--- src/rtl/stall_dpram_pkg.sv ---
package stall_dpram_pkg;
  typedef struct packed {
    logic wrFire;     // store registered write data this edge
    logic rdInRange;  // registered read address is mapped
  } ctrl_t;
endpackage

--- src/rtl/stall_dpram_addr_hold.sv ---
module stall_dpram_addr_hold #(
  parameter int ADDR_W = 4
) (
  input  logic              clk,
  input  logic              rst,
  input  logic              stall,
  input  logic [ADDR_W-1:0] addrIn,
  output logic [ADDR_W-1:0] addrQ
);
  logic [ADDR_W-1:0] addrNext;

  for (genvar b = 0; b < ADDR_W; b++) begin : g_bitMux
    assign addrNext[b] = stall ? addrQ[b] : addrIn[b];
  end

  always_ff @(posedge clk) begin
    if (rst) addrQ <= '0;
    else     addrQ <= addrNext;
  end


  rst_clears_chk: assert property (@(posedge clk) rst |=> addrQ == '0);

  stall_holds_chk: assert property (@(posedge clk) disable iff (rst)
    stall |=> $stable(addrQ));

  load_follows_chk: assert property (@(posedge clk) disable iff (rst)
    !stall |=> addrQ == $past(addrIn));
endmodule

--- src/rtl/stall_dpram_ctrl.sv ---
module stall_dpram_ctrl
  import stall_dpram_pkg::*;
#(
  parameter int ADDR_W = 4,
  parameter int DEPTH  = 12
) (
  input  logic              clk,
  input  logic              rst,
  input  logic              wrEn,
  input  logic              wrStall,
  input  logic [ADDR_W-1:0] wrAddr,
  input  logic              rdStall,
  input  logic [ADDR_W-1:0] rdAddr,
  output logic [ADDR_W-1:0] wrAddrQ,
  output logic [ADDR_W-1:0] rdAddrQ,
  output ctrl_t             ctrl
);
  localparam logic [ADDR_W:0] LIMIT = DEPTH[ADDR_W:0];

  logic wrEnQ;

  stall_dpram_addr_hold #(.ADDR_W(ADDR_W)) wrHold_i (
    .clk(clk), .rst(rst), .stall(wrStall), .addrIn(wrAddr), .addrQ(wrAddrQ));

  stall_dpram_addr_hold #(.ADDR_W(ADDR_W)) rdHold_i (
    .clk(clk), .rst(rst), .stall(rdStall), .addrIn(rdAddr), .addrQ(rdAddrQ));

  always_ff @(posedge clk) begin
    if (rst) wrEnQ <= 1'b0;
    else     wrEnQ <= wrEn;
  end

  always_comb begin
    ctrl.wrFire    = wrEnQ && ({1'b0, wrAddrQ} < LIMIT);
    ctrl.rdInRange = {1'b0, rdAddrQ} < LIMIT;
  end


  no_write_after_reset_chk: assert property (@(posedge clk)
    rst |=> !ctrl.wrFire);

  rd_free_of_wr_stall_chk: assert property (@(posedge clk) disable iff (rst)
    (wrStall && !rdStall) |=> rdAddrQ == $past(rdAddr));
endmodule

--- src/rtl/stall_dpram_dp.sv ---
module stall_dpram_dp
  import stall_dpram_pkg::*;
#(
  parameter int DATA_W = 8,
  parameter int ADDR_W = 4,
  parameter int DEPTH  = 12
) (
  input  logic              clk,
  input  logic              rst,
  input  ctrl_t             ctrl,
  input  logic [ADDR_W-1:0] wrAddrQ,
  input  logic [ADDR_W-1:0] rdAddrQ,
  input  logic [DATA_W-1:0] wrData,
  output logic [DATA_W-1:0] rdData
);
  logic [DATA_W-1:0] mem [DEPTH];
  logic [DATA_W-1:0] wrDataQ;

  always_ff @(posedge clk) wrDataQ <= wrData;

  always_ff @(posedge clk) begin
    if (ctrl.wrFire) mem[wrAddrQ] <= wrDataQ;
  end

  always_ff @(posedge clk) begin
    if (ctrl.rdInRange) rdData <= mem[rdAddrQ];
    else                rdData <= '0;
  end


  store_lands_chk: assert property (@(posedge clk) disable iff (rst)
    ctrl.wrFire |=> mem[$past(wrAddrQ)] == $past(wrDataQ));

  unmapped_zero_chk: assert property (@(posedge clk) disable iff (rst)
    !ctrl.rdInRange |=> rdData == '0);
endmodule

--- src/rtl/stall_dpram.sv ---
module stall_dpram
  import stall_dpram_pkg::*;
#(
  parameter int DATA_W = 8,
  parameter int ADDR_W = 4,
  parameter int DEPTH  = 12
) (
  input  logic              clk,
  input  logic              rst,
  input  logic              wrEn,
  input  logic              wrStall,
  input  logic [ADDR_W-1:0] wrAddr,
  input  logic [DATA_W-1:0] wrData,
  input  logic              rdStall,
  input  logic [ADDR_W-1:0] rdAddr,
  output logic [DATA_W-1:0] rdData
);
  ctrl_t             ctrl;
  logic [ADDR_W-1:0] wrAddrQ;
  logic [ADDR_W-1:0] rdAddrQ;

  stall_dpram_ctrl #(.ADDR_W(ADDR_W), .DEPTH(DEPTH)) ctrl_i (
    .clk(clk), .rst(rst), .wrEn(wrEn), .wrStall(wrStall), .wrAddr(wrAddr),
    .rdStall(rdStall), .rdAddr(rdAddr), .wrAddrQ(wrAddrQ), .rdAddrQ(rdAddrQ),
    .ctrl(ctrl));

  stall_dpram_dp #(.DATA_W(DATA_W), .ADDR_W(ADDR_W), .DEPTH(DEPTH)) dp_i (
    .clk(clk), .rst(rst), .ctrl(ctrl), .wrAddrQ(wrAddrQ), .rdAddrQ(rdAddrQ),
    .wrData(wrData), .rdData(rdData));
endmodule

--- config.mk ---
export PLATFORM = sky130hd
export DESIGN_NAME = stall_dpram
export DESIGN_NICKNAME = d
export VERILOG_FILES = /design/src/rtl/stall_dpram_pkg.sv /design/src/rtl/stall_dpram_addr_hold.sv /design/src/rtl/stall_dpram_ctrl.sv /design/src/rtl/stall_dpram_dp.sv /design/src/rtl/stall_dpram.sv
export SDC_FILE = /design/constraint.sdc
export NUM_CORES = 1
export LEC_CHECK = 0
export ABC_AREA = 0
export CORE_ASPECT_RATIO = 0.5
export CORE_UTILIZATION = 45
export CTS_BUF_LIST = sky130_fd_sc_hd__clkbuf_2
export CTS_CLUSTER_DIAMETER = 120
export CTS_CLUSTER_SIZE = 30
export DETAILED_ROUTE_END_ITERATION = 6
export DONT_BUFFER_PORTS = 1
export PLACE_DENSITY = 0.61
export SYNTH_ARGS = -nofsm -noshare
export SYNTH_HDL_FRONTEND = slang
export SYNTH_SLANG_ARGS = --single-unit
export TNS_END_PERCENT = 100
--- constraint.sdc ---
create_clock -name clk -period 4.5 [get_ports clk]
set_input_delay 0.9 -clock clk [delete_from_list [all_inputs] [get_ports clk]]
set_output_delay 0.9 -clock clk [all_outputs]
set_load 0.05 [all_outputs]
==> impl_metrics.env <==
export IMPL_initial_core_util_pct=48.3
export IMPL_worstHoldStart="wrData[0]"
export IMPL_die_area_sq_um=10100
export IMPL_post_route_period_util_pct=49.5
export IMPL_overflow=0
export IMPL_reg2reg_depth=4
export IMPL_most_common_layout_cells="96 x edfxtp_1, 25 x dfxtp_1, 19 x mux4_2, 19 x clkbuf_2, 18 x nand2_1"
export IMPL_design_area_sq_um=4760
export IMPL_cts_hold_buf=0
export IMPL_fin_nets=255
export IMPL_post_route_util_pct=52.7
export IMPL_vias=1979
export IMPL_leakagePower_uw=0.00158
export IMPL_diodes=0
export IMPL_antenna_found_initial=0
export IMPL_status="finished, final reports clean"
export IMPL_final_antenna_net_count=0
export IMPL_holdPathStages=0
export IMPL_track_usage_pct=17.2
export IMPL_cts_root_buf="clkbuf_2"
export IMPL_dp_hpwl_mm=4.96
export IMPL_grt_first_pass_wirelength_mm=11.7
export IMPL_peakVddDrop_mv=0.137
export IMPL_r2r_end="dp_i.rdData[2]$_SDFF_PP0_"
export IMPL_clk_pin_slew_worst_paths_ns=0.18
export IMPL_hold_violations=0
export IMPL_path_depth=0
export IMPL_synth_cells=219
export IMPL_cts_resized=0
export IMPL_area_growth_pct=9.17
export IMPL_yosysWarnings=0
export IMPL_critPathKind="register to output port"
export IMPL_yosysSeqAreaShare_pct=77.5
export IMPL_dr_pass1_iters=4
export IMPL_grt_pass1_vias=1989
export IMPL_grt_max_degree=17
export IMPL_cp_endpoint="rdData[2]"
export IMPL_rsz0062_at_grt="false"
export IMPL_placement_cell_area_sq_um=4510
export IMPL_remaining_drc_errors=0
export IMPL_port_buffers=0
export IMPL_top_level_ports=29
export IMPL_finalSetupViolCount=0
export IMPL_startpoint="dp_i.rdData[2]$_SDFF_PP0_"
export IMPL_clk_latency_ns=0.62
export IMPL_synth_nets=240
export IMPL_rr_startpoint="ctrl_i.rdHold_i.addrQ[0]$_SDFFE_PP0N_"
export IMPL_cts_post_setup_buffers_inserted=0
export IMPL_r2r_slack_ns=2.33
export IMPL_start_kind="register"
export IMPL_h_tree_depth=4
export IMPL_hold_path_class="primary input to register"
export IMPL_synth_seq_cells=121
export IMPL_clockBufferDepth=2
export IMPL_drive_gt1_share_pct=22.3
export IMPL_cts_tree="done"
export IMPL_p_per_area_nw_per_um2=441
export IMPL_setup_tns_ns=0
export IMPL_core_area_sq_um=9040
export IMPL_syn_area_sq_um=4360
export IMPL_synth_avg_cell_area_sq_um=19.9
export IMPL_cts_sinks=121
export IMPL_drt_initial_drc_count=153
export IMPL_place_congestion=0.686
export IMPL_crit_path_max_fanout=1
export IMPL_dieWidth_um=141
export IMPL_crit_path_end_kind="output port"
export IMPL_nFillCells=710
export IMPL_avgRoutedWirePerCell_um=20.0
export IMPL_tightest_slew_ns=0.987
export IMPL_slew_viol_final=0
export IMPL_finalWirelength_mm=7.53
export IMPL_final_common_cell="edfxtp_1"
export IMPL_max_slew_margin_pct=33.7
export IMPL_die_y_um=71.6
export IMPL_drv_cap=0
export IMPL_worstPathRequired_ns=3.60
export IMPL_core_rowCount=24
export IMPL_layout_min_cycle_time_ns=2.23
export IMPL_hold_slack_ns=0.281
export IMPL_yosysUniqueCellTypes=20
export IMPL_power_uw=2100
export IMPL_cp_arrival_ns=1.33
export IMPL_skew_ns=0.0266
export IMPL_max_freq_mhz=449
export IMPL_cts_buffers=17
export IMPL_via_per_inst=5.25
[area by class of cell]
cell class	instances	area [sq um]	share of cell area, %
clock inverter	13	159	3.34
clock buffer	19	95.1	2.00
timing repair buffer	7	52.6	1.10
tap	130	163	3.41
multi-input combinational	87	912	19.1
sequential	121	3380	71.0
[synth_stat cells (all sizes together)]
library cell / count / area, sq um
mux4: 24 / 559
dfxtp: 25 / 500
clkbuf: 5 / 18.8
mux2i: 8 / 80.1
nand3b: 1 / 7.51
nor2b: 3 / 18.8
nand2b: 2 / 12.5
edfxtp: 96 / 2880
a22oi: 8 / 60.1
nor2: 16 / 60.1
nand2: 18 / 67.6
nor4: 1 / 6.26
nand3: 1 / 5.00
nor3: 4 / 20.0
buf: 6 / 56.3
or3b: 1 / 8.76
[per-layer routing]
metal  track usage, %  vias to the layer above  wire length, um
li1                 -                      905                -
met2             22.1                       63             3100
met4             6.16                        0               25
met1             25.9                     1009             3830
met3             7.15                        2              571
met5                0                        -                0
[power breakdown]
part,switching (uW),internal [uW]
combinational,35.7,38.1
sequential,67.3,1230
clock,369,357
total,472,1630
[kinds of logic after synthesis]
kind of cell    after synthesis  synth area share, %
compound gates                8                 1.38
buf+inv                      11                 1.72
flops                       121                 77.5
mux                          32                 14.7
simple gates                 47                 4.73
[sequential cells by signal (all words and copies together), names as in the netlist]
signal                 count
ctrl_i.rdHold_i.addrQ      4
ctrl_i.wrEnQ               1
ctrl_i.wrHold_i.addrQ      4
dp_i.mem                  96
dp_i.rdData                8
dp_i.wrDataQ               8
[worst min-delay path by stage]
stage	endpoint	slack [ns]
after floorplan	ctrl_i.rdHold_i.addrQ[3]$_SDFFE_PP0N_	0.50
after global placement	ctrl_i.rdHold_i.addrQ[2]$_SDFFE_PP0N_	0.53
after detailed placement	ctrl_i.rdHold_i.addrQ[2]$_SDFFE_PP0N_	0.54
after CTS	dp_i.wrDataQ[0]$_DFF_P_	0.21
after global routing	dp_i.wrDataQ[0]$_DFF_P_	0.17
final	dp_i.wrDataQ[0]$_DFF_P_	0.28
[metrics by stage]
| step | worst slack [ns] | instances |
|---|---|---|
| global placement | 2.35 | 345 |
| detailed placement | 2.28 | 345 |
| CTS | 2.20 | 377 |
| global route | 2.12 | 377 |
| finish | 2.27 | 377 |
| floorplan | 2.67 | 219 |
(Power assumes the default switching activity.)
